<file path="src/rtl/rcp_est_pkg.sv">
package rcp_est_pkg;
   localparam int OPER_W = 16;
   localparam int IDX_W  = 5;
   localparam int SEED_W = 8;

   typedef enum logic [2:0] {
      ST_IDLE,
      ST_SEED,
      ST_MUL_A,
      ST_MUL_B,
      ST_MUL_C,
      ST_DONE
   } est_state_e;
endpackage

</file>
<file path="src/rtl/rcp_seed_rom.sv">
module rcp_seed_rom
   import rcp_est_pkg::*;
(
   input  logic [IDX_W-1:0]  idx_i,
   input  logic              rsqrt_i,
   output logic [SEED_W-1:0] seed_o
);
   // Entry i holds 256/m and 256/sqrt(m), with m the midpoint 1+(i+0.5)/32.
   logic [2*SEED_W-1:0] pair;

   always_comb begin
      case (idx_i)
         5'd0:  pair = {8'd252, 8'd254};
         5'd1:  pair = {8'd245, 8'd250};
         5'd2:  pair = {8'd237, 8'd247};
         5'd3:  pair = {8'd231, 8'd243};
         5'd4:  pair = {8'd224, 8'd240};
         5'd5:  pair = {8'd218, 8'd236};
         5'd6:  pair = {8'd213, 8'd233};
         5'd7:  pair = {8'd207, 8'd230};
         5'd8:  pair = {8'd202, 8'd228};
         5'd9:  pair = {8'd197, 8'd225};
         5'd10: pair = {8'd193, 8'd222};
         5'd11: pair = {8'd188, 8'd220};
         5'd12: pair = {8'd184, 8'd217};
         5'd13: pair = {8'd180, 8'd215};
         5'd14: pair = {8'd176, 8'd212};
         5'd15: pair = {8'd172, 8'd210};
         5'd16: pair = {8'd169, 8'd208};
         5'd17: pair = {8'd165, 8'd206};
         5'd18: pair = {8'd162, 8'd204};
         5'd19: pair = {8'd159, 8'd202};
         5'd20: pair = {8'd156, 8'd200};
         5'd21: pair = {8'd153, 8'd198};
         5'd22: pair = {8'd150, 8'd196};
         5'd23: pair = {8'd148, 8'd194};
         5'd24: pair = {8'd145, 8'd193};
         5'd25: pair = {8'd142, 8'd191};
         5'd26: pair = {8'd140, 8'd189};
         5'd27: pair = {8'd138, 8'd188};
         5'd28: pair = {8'd135, 8'd186};
         5'd29: pair = {8'd133, 8'd185};
         5'd30: pair = {8'd131, 8'd183};
         default: pair = {8'd129, 8'd182};
      endcase
   end

   assign seed_o = rsqrt_i ? pair[SEED_W-1:0] : pair[2*SEED_W-1:SEED_W];
endmodule

</file>
<file path="src/rtl/rcp_mul.sv">
module rcp_mul #(
   parameter int W = 26
) (
   input  logic [W-1:0]   a_i,
   input  logic [W-1:0]   b_i,
   output logic [2*W-1:0] p_o
);
   if (W < 2) begin : g_bad_width
      $error("rcp_mul: W must be at least 2");
   end

   assign p_o = (2*W)'(a_i) * (2*W)'(b_i);
endmodule

</file>
<file path="src/rtl/rcp_outfmt.sv">
module rcp_outfmt #(
   parameter int FRAC_W = 24,
   parameter bit ROUND  = 1'b1
) (
   input  logic [FRAC_W+1:0] y_i,
   output logic [15:0]       res_o
);
   localparam int W     = FRAC_W + 2;
   localparam int SHIFT = FRAC_W - 15;

   if (ROUND) begin : g_round
      logic [W-1:0] sum;
      logic         unused_round;
      assign sum          = y_i + (W'(1) << (SHIFT - 1));
      assign res_o        = sum[SHIFT +: 16];
      assign unused_round = ^{sum[SHIFT-1:0], sum[W-1]};
   end else begin : g_trunc
      logic unused_trunc;
      assign res_o        = y_i[SHIFT +: 16];
      assign unused_trunc = ^{y_i[SHIFT-1:0], y_i[W-1]};
   end
endmodule

</file>
<file path="src/rtl/recip_rsqrt_est.sv">
module recip_rsqrt_est
   import rcp_est_pkg::*;
#(
   parameter int FRAC_W = 24,
   parameter bit ROUND  = 1'b1
) (
   input  logic        clk,
   input  logic        rst_n,
   input  logic        start_i,
   input  logic [15:0] operand_i,
   input  logic        mode_i,
   output logic        busy_o,
   output logic        done_o,
   output logic [15:0] result_o
);
   localparam int W = FRAC_W + 2;

   if (FRAC_W < 16 || FRAC_W > 30) begin : g_bad_frac
      $error("recip_rsqrt_est: FRAC_W must lie in 16..30");
   end

   est_state_e        st_q;
   logic [OPER_W-1:0] x_q;
   logic              mode_q;
   logic              iter_q;
   logic [W-1:0]      y_q, t_q;
   logic [W-1:0]      x_ext, seed_ext, k_const, mul_a, mul_b, prod_lo, prod_hf;
   logic [2*W-1:0]    prod;
   logic [SEED_W-1:0] seed;
   logic              unused_prod;

   rcp_seed_rom u_seed (
      .idx_i   (x_q[OPER_W-2 -: IDX_W]),
      .rsqrt_i (mode_q),
      .seed_o  (seed)
   );

   assign x_ext    = W'(x_q) << (FRAC_W - 15);
   assign seed_ext = W'(seed) << (FRAC_W - SEED_W);
   assign k_const  = mode_q ? (W'(3) << FRAC_W) : (W'(2) << FRAC_W);

   // Operand steering for the shared multiplier
   always_comb begin
      mul_a = y_q;
      mul_b = y_q;
      case (st_q)
         ST_MUL_A: begin
            mul_a = mode_q ? y_q : x_ext;
            mul_b = y_q;
         end
         ST_MUL_B: begin
            mul_a = x_ext;
            mul_b = t_q;
         end
         ST_MUL_C: begin
            mul_a = y_q;
            mul_b = k_const - t_q;
         end
         default: ;
      endcase
   end

   rcp_mul #(.W(W)) u_mul (
      .a_i (mul_a),
      .b_i (mul_b),
      .p_o (prod)
   );

   assign prod_lo     = prod[FRAC_W +: W];
   assign prod_hf     = prod[FRAC_W+1 +: W];
   assign unused_prod = ^{prod[FRAC_W-1:0], prod[2*W-1]};

   always_ff @(posedge clk or negedge rst_n) begin
      if (!rst_n) begin
         st_q   <= ST_IDLE;
         x_q    <= '0;
         mode_q <= 1'b0;
         iter_q <= 1'b0;
         y_q    <= '0;
         t_q    <= '0;
      end else begin
         case (st_q)
            ST_IDLE: begin
               if (start_i) begin
                  x_q    <= operand_i;
                  mode_q <= mode_i;
                  iter_q <= 1'b0;
                  st_q   <= ST_SEED;
               end
            end
            ST_SEED: begin
               y_q  <= seed_ext;
               st_q <= ST_MUL_A;
            end
            ST_MUL_A: begin
               t_q  <= prod_lo;
               st_q <= mode_q ? ST_MUL_B : ST_MUL_C;
            end
            ST_MUL_B: begin
               t_q  <= prod_lo;
               st_q <= ST_MUL_C;
            end
            ST_MUL_C: begin
               y_q <= mode_q ? prod_hf : prod_lo;
               if (iter_q) begin
                  st_q <= ST_DONE;
               end else begin
                  iter_q <= 1'b1;
                  st_q   <= ST_MUL_A;
               end
            end
            default: st_q <= ST_IDLE;
         endcase
      end
   end

   rcp_outfmt #(.FRAC_W(FRAC_W), .ROUND(ROUND)) u_fmt (
      .y_i   (y_q),
      .res_o (result_o)
   );

   assign busy_o = (st_q != ST_IDLE);
   assign done_o = (st_q == ST_DONE);

   // an accepted start makes the unit busy next cycle
   a_r2_busy_after_start: assert property (@(posedge clk) disable iff (!rst_n)
      (!busy_o && start_i) |=> busy_o);

   // done lasts one cycle and the unit is idle afterwards
   a_r6_done_pulse: assert property (@(posedge clk) disable iff (!rst_n)
      done_o |=> (!done_o && !busy_o));

   // captured operand and mode stay fixed while working
   a_r7_operands_held: assert property (@(posedge clk) disable iff (!rst_n)
      (busy_o && !done_o) |=> ($stable(x_q) && $stable(mode_q)));

   // any finished estimate lies in [0.5, 1.0]
   a_r3_result_range: assert property (@(posedge clk) disable iff (!rst_n)
      done_o |-> (result_o >= 16'h4000 && result_o <= 16'h8000));

   // the result holds while idle without a start
   a_r8_result_hold: assert property (@(posedge clk) disable iff (!rst_n)
      (!busy_o && !start_i) |=> $stable(result_o));
endmodule

</file>
<file path="config.mk">
export PLATFORM = sky130hd
export DESIGN_NAME = recip_rsqrt_est
export DESIGN_NICKNAME = d
export VERILOG_FILES = /design/src/rtl/rcp_est_pkg.sv /design/src/rtl/rcp_seed_rom.sv /design/src/rtl/rcp_mul.sv /design/src/rtl/rcp_outfmt.sv /design/src/rtl/recip_rsqrt_est.sv
export SDC_FILE = /design/constraint.sdc
export NUM_CORES = 2
export LEC_CHECK = 0
export BUFFER_PORTS_ARGS = -buffer_cell sky130_fd_sc_hd__buf_2
export CORE_MARGIN = 1
export CORE_UTILIZATION = 30
export DETAILED_ROUTE_END_ITERATION = 10
export PLACE_DENSITY_LB_ADDON = 0.3
export SLEW_MARGIN = 20
export SYNTH_ARGS = -nofsm -noshare
export SYNTH_HDL_FRONTEND = slang
export SYNTH_SLANG_ARGS = --single-unit
export TNS_END_PERCENT = 50
</file>
<file path="constraint.sdc">
create_clock -name clk -period 13.6 [get_ports clk]
set_clock_uncertainty 0.05 [all_clocks]
set_input_delay 0.68 -clock clk [delete_from_list [all_inputs] [get_ports clk]]
set_output_delay 0.68 -clock clk [all_outputs]
set_load 0.02 [all_outputs]
</file>
# ---- After elaboration in Yosys (flattened, before gate mapping)
# Memories as Yosys holds them, arrays and structs flattened.
# Cells that the tools add are included.
dict set report op_classes {
  n_addsub 2
  mul 1
  n_div 0
  order_cmp 0
  eq_ne 6
  n_shift 0
  muxes 13
  bitwise_logic 0
  n_reduce_logical 7
}
# operator n
set op_table {}
lappend op_table {{$pmux 26 s2} 3}
lappend op_table {{$mux 26} 2}
lappend op_table {{$mul 26x26->51} 1}
lappend op_table {{$sub 26x26->26} 1}
lappend op_table {{$add 25x9->25 const B} 1}
lappend op_table {{$mux 25} 1}
lappend op_table {{$pmux 3 s5} 1}
lappend op_table {{$mux 3} 3}
lappend op_table {{$mux 8} 1}
lappend op_table {{$eq 3x2->1 const B} 2}
lappend op_table {{$eq 3x3->1 const B} 2}
lappend op_table {{$reduce_and 2->1} 2}
lappend op_table {{$reduce_bool 2->1} 2}
lappend op_table {{$eq 3x1->1 const B} 1}
lappend op_table {{$logic_not 3->1} 1}
lappend op_table {{$reduce_bool 3->1} 1}
lappend op_table {{$ne 2x2->1 const B} 1}
lappend op_table {{$pmux 1 s2} 1}
lappend op_table {{$reduce_or 2->1} 1}
lappend op_table {{$mux 1} 1}
dict set report totals {
  register_bits 73
  latch_bits 0
  mem_bits_rw 0
  romBits 448
  inputBits 20
  output_inout_bits 18
  word_cells 36
  mem_count 1
}
# memory depth word_bits read_ports rd_clocked_by_memory_dff wr line
set mem_list {}
lappend mem_list {{(name not given)} 32 14 1 0 0 rcp_seed_rom.sv:12} ;# case (idx_i)

# ---- Logic depth before layout (Yosys ltp)
dict set report depth {
  word_depth 6
  depth_mapped 37
  depth_no_buf 35
}

# ---- By module
# From an unflattened synthesis, not the netlist that was laid out.
dict set report unflattened {
  hier_cells 3131
  hier_area_um2 27690.3
}
# mod n_inst cells_per_inst area_per_inst_um2 seq_area_each_um2
set by_module_without_submodules {}
lappend by_module_without_submodules {rcp_mul 1 2531 22241.3 0.0}
lappend by_module_without_submodules {recip_rsqrt_est 1 442 4291.6 1826.8}
lappend by_module_without_submodules {rcp_seed_rom 1 114 779.5 0.0}
lappend by_module_without_submodules {rcp_outfmt 1 44 377.9 0.0}

# ---- Worst setup path before layout
# No wires, ideal clock.
dict set report synth_path {
  path_kind {reg2reg}
  from {reg t_q[2]}
  to {reg y_q[14]}
  setup_ns 0.140
  arrival_ns 9.301
  t_required_ns 13.410
  slack_ns 4.109
  stages_incl_launch_ff 34
  path_buffers 3
  period_less_slack_ns 9.491
  cell_sequence {dfrtp_1 or4_1 or4_1 buf_2 or3_4 or4_4 or3_1 nor3_2 a21o_1 nand2_1 o311ai_1 buf_2 nand2_1 fa_1 fa_1 inv_1 fa_1 fa_1 inv_1 fa_1 fa_1 inv_1 fa_1 ha_1 clkbuf_1 o2111ai_1 a31o_2 or4_1 o21ai_0 a2111oi_0 or2_2 o21ai_0 xnor2_1 o221ai_1}
}
dict set report synth_between {
  elab_chain_cells 5
}
# element line
set synth_lines {}
lappend synth_lines {{start, declared} recip_rsqrt_est.sv:26} ;# logic [W-1:0] y_q, t_q;
lappend synth_lines {{start signal, assigned} recip_rsqrt_est.sv:96} ;# t_q <= prod_lo;
lappend synth_lines {{start signal, assigned} recip_rsqrt_est.sv:100} ;# t_q <= prod_lo;
lappend synth_lines {{$sub 26x26->26} recip_rsqrt_est.sv:57} ;# mul_b = k_const - t_q;
lappend synth_lines {{$pmux 26 s2 (*)} recip_rsqrt_est.sv:46} ;# case (st_q)
lappend synth_lines {{$mul 26x26->51 (*)} rcp_mul.sv:12} ;# assign p_o = (2*W)'(a_i) * (2*W)'(b_i);
lappend synth_lines {{$mux 26 (*)} recip_rsqrt_est.sv:104} ;# y_q <= mode_q ? prod_hf : prod_lo;
lappend synth_lines {{$pmux 26 s2 (*)} recip_rsqrt_est.sv:82} ;# case (st_q)
lappend synth_lines {{end signal, assigned} recip_rsqrt_est.sv:92} ;# y_q <= seed_ext;
lappend synth_lines {{end signal, assigned} recip_rsqrt_est.sv:104}
lappend synth_lines {{end, declared} recip_rsqrt_est.sv:26}
# Every way passes the cells marked *; elsewhere a longest branch is shown, timed or not.
# A chain may end at the register's enable or synchronous reset.

# ---- Worst setup path after layout
dict set report layout_path {
  from {reg t_q[0]}
  to {reg y_q[18]}
}
# The elaborated chain is that of the path after synthesis.

==> summary.md <==
The worst path meets setup with 2770 ps of slack. The synthesis-to-layout area growth is 6.36%. For the worst setup path, the data arrival time is 11010 ps. Prior to clock tree synthesis, the placed netlist has a worst setup slack of 2990 ps. Summed over all instances, the cell type with the most area after synthesis is fa_1. TritonCTS built the clock tree. Buffers inserted to repair hold after CTS numbered 0. Dividing the detail-routed wire length by the instance count gives 20.2 um.

The detailed-route DRC error count is 0, and the port buffer count is 37. Setup repair after global routing left no endpoint under its margin. The maximum number of pins on one net before global-route repair came out at 74. The total overflow left after global routing is 0. Post-synthesis cell area: 0.0263 mm^2. The area taken by multi-input logic gates was 0.0215 mm^2; the share of layout cells above drive strength 1 was 6.04%.

The HPWL after detailed placement is 67400 um. For this run, the leading register cell type out of synthesis is dfrtp_1. Averaged over all synthesized cells, the footprint is 8.48 um^2.

Dividing the final minimum period by the clock period gives 79.6%. The type of the most critical hold path is primary input to async pin. The sequential cells in the finished layout cover a total of 0.00183 mm^2.

The post-CTS repair timing setup buffer count was 0. The share of synthesized registers carrying an async set or reset came out at 100%. The number of cells on the worst reg-to-reg path is 29.

The internal reg-to-reg setup slack was 2770 ps. Synthesis instantiated 71 different standard cells from the library. The flow ran to the end, and the final reports show no timing, DRC or antenna violations. The area share of the leading cell type in the synthesized netlist is 43.5%, and the area of the die is 0.0890 mm^2. The tools report the total wirelength of the detailed-routed design as 84500 um. In this run the worst path has a maximum fanout of 18. The floorplan has 108 rows.

The clock transition at the registers of the reported paths works out to 60 ps. Yosys printed 0 warnings. The slowest stage of the critical path is the a2111oi_1 cell. The tools report the setup total negative slack as 0 ps. 38 I/O pins were placed.

The starting density of the core came out at 30.3%. Counting flops with a built-in enable in the synthesized netlist gives 0. By area the synthesized netlist is led by fa_1, ha_1, inv_1. The buffer cell driving the clock tree root was clkbuf_16. Antenna cell count: 0.

For the placeable core region, the log shows 0.0869 mm^2. The critical path class is flip-flop to flip-flop. The initial antenna violation count was 0.

After the last flow step, the layout net total stands at 3810. The number of nets in the synthesized netlist is 3889. The max-capacitance violation count was 0; the weighted congestion reported at the end of routability-driven placement was 0.929. At the later pin of the worst-skew pair, clock insertion delay measures 350 ps.

Ranked by instance count, the synthesized netlist is headed by inv_1, fa_1, nand2_1, nor2_1, ha_1. The clock period minus worst slack is 10830 ps. The number of detailed-route iterations in the first pass is 6. The library cell with the highest instance count after synthesis was inv_1. The longest clock path from root to sink contains 2 buffers. For the pin with the worst max-slew slack, the measured transition is 1220 ps.

STA puts the critical path data required time at 13780 ps. Once the clock tree was built, the resizer swapped 0 gates to a different size. The first-pass GRT wire length was 133000 um; the delay of the slowest critical-path stage was 1070 ps.

In this run the critical register-to-register path is captured at y_q[18]. The total count of max-transition violations in the final report is 0. Headroom to the max-slew limit came out at 18.3%. The nature of the critical path endpoint was a flip-flop.

The number of clock buffers added by TritonCTS is 9. The clock sink count was 73. In this run the critical register-to-register path is launched from t_q[0]. Global routing used 19.6% of the available tracks across all layers. The number of global-route vias before repair is 21800, and the height of the die is 298 um. Sequential elements use 6.93% of the synthesized area. The number of endpoints with negative hold slack in the final report came out at 0. The routed layout has 21000 vias.

The most numerous cell type found on the critical path is fa_1. Dividing the detail-routed via count by the number of cells gives 5.02. The count of nets left with antenna violations once routing finished came out at 0. Final hold analysis gives a worst-case slack of 302 ps. The initial DRC count came out at 1515.

STA classifies the critical path startpoint as a flip-flop. The maximum frequency from static timing analysis was 92.3 MHz. Counting flops and latches in the post-synthesis netlist gives 73. Fill cells in the final layout number 9211. The clock tree synthesis step divided the H-tree into 3 levels. The synthesized instance count is 3105, and the horizontal extent of the die is 298 um. The tools report the total of endpoints with negative setup slack in the final report as 0.
critical path, delay by kind of cell, from the launching register on:
family,cells,cell delay (ps)
fa+ha+maj,9,4060
compound gates,8,3040
simple gates,8,2580
flops,1,410
xor+xnor,1,340
buf+inv,3,220
worst max path at each step:
stage	start	endpoint	slack (ps)	cells after the start
2_1_floorplan	t_q[2]	y_q[14]	4110	33
3_3_place_gp	t_q[2]	y_q[23]	2990	28
3_5_place_dp	t_q[0]	y_q[11]	2990	31
4_1_cts	t_q[0]	y_q[23]	2950	31
5_1_grt	t_q[0]	y_q[18]	2210	31
6_report	t_q[0]	y_q[18]	2770	29
registers in the layout (all words and copies together), names as in the netlist:
name and cells:
t_q 26, y_q 26, x_q 16, st_q 3
iter_q 1, mode_q 1
layout by cell type (no fill, tap or decap), types with 6 or more instances in the layout:
cell type,n
a211oi_1,21
a21o_1,27
a21oi_1,76
a221o_1,13
a221oi_1,6
a22o_1,7
a31oi_1,12
and2_1,48
and3_1,10
buf_2,36
buf_4,56
clkbuf_16,9
dfrtp_1,73
fa_1,572
ha_1,192
inv_1,615
mux2_2,32
mux2i_1,17
mux2i_2,6
nand2_1,492
nand2b_1,6
nand3_1,24
nand4_1,13
nor2_1,339
nor2_2,6
nor2b_1,11
nor3_1,23
nor4_1,6
o211ai_1,6
o21a_1,8
o21ai_0,92
o21bai_1,6
o221ai_1,7
o22ai_1,6
or2_2,10
or3_1,11
xnor2_1,35
xor2_1,13
logic make-up after synthesis:
group | share of synthesized area (%)
AOI/OAI and AO/OA | 8.61
xor gates and xnor gates | 1.60
adders and majority gates | 52.6
buffers and inverters | 11.7
DFF | 6.93
muxes | 2.33
and+or+nand+nor | 16.3
per-stage QoR:
stage	cells	utilization, %	instance area (um^2)
2_1_floorplan	3105	-	26300
3_3_place_gp	4170	31.9	27700
3_5_place_dp	4170	31.9	27700
4_1_cts	4186	32.2	28000
5_1_grt	4186	32.2	28000
6_report	4186	32.2	28000
area by class of cell:
class                   count  area share (%)
clock buffers              11           0.866
clock inverters             5           0.196
inverters                 615            8.24
multi-input cells        2234            76.8
flip-flops and latches     73            6.52
well taps                1155            5.16
repair buffers             93            2.18
routing by layer:
layer  global-route usage (%)  wire (um)  vias to the layer above
li1                         -          -                     9324
met1                     26.8      36900                    11000
met2                     32.9      40700                      646
met3                     1.93       4420                      100
met4                     5.10       2550                        0
met5                        0          0                        -
Power is not shown: default switching activity piles up to over one toggle a cycle in this logic, so the estimate is an artifact.
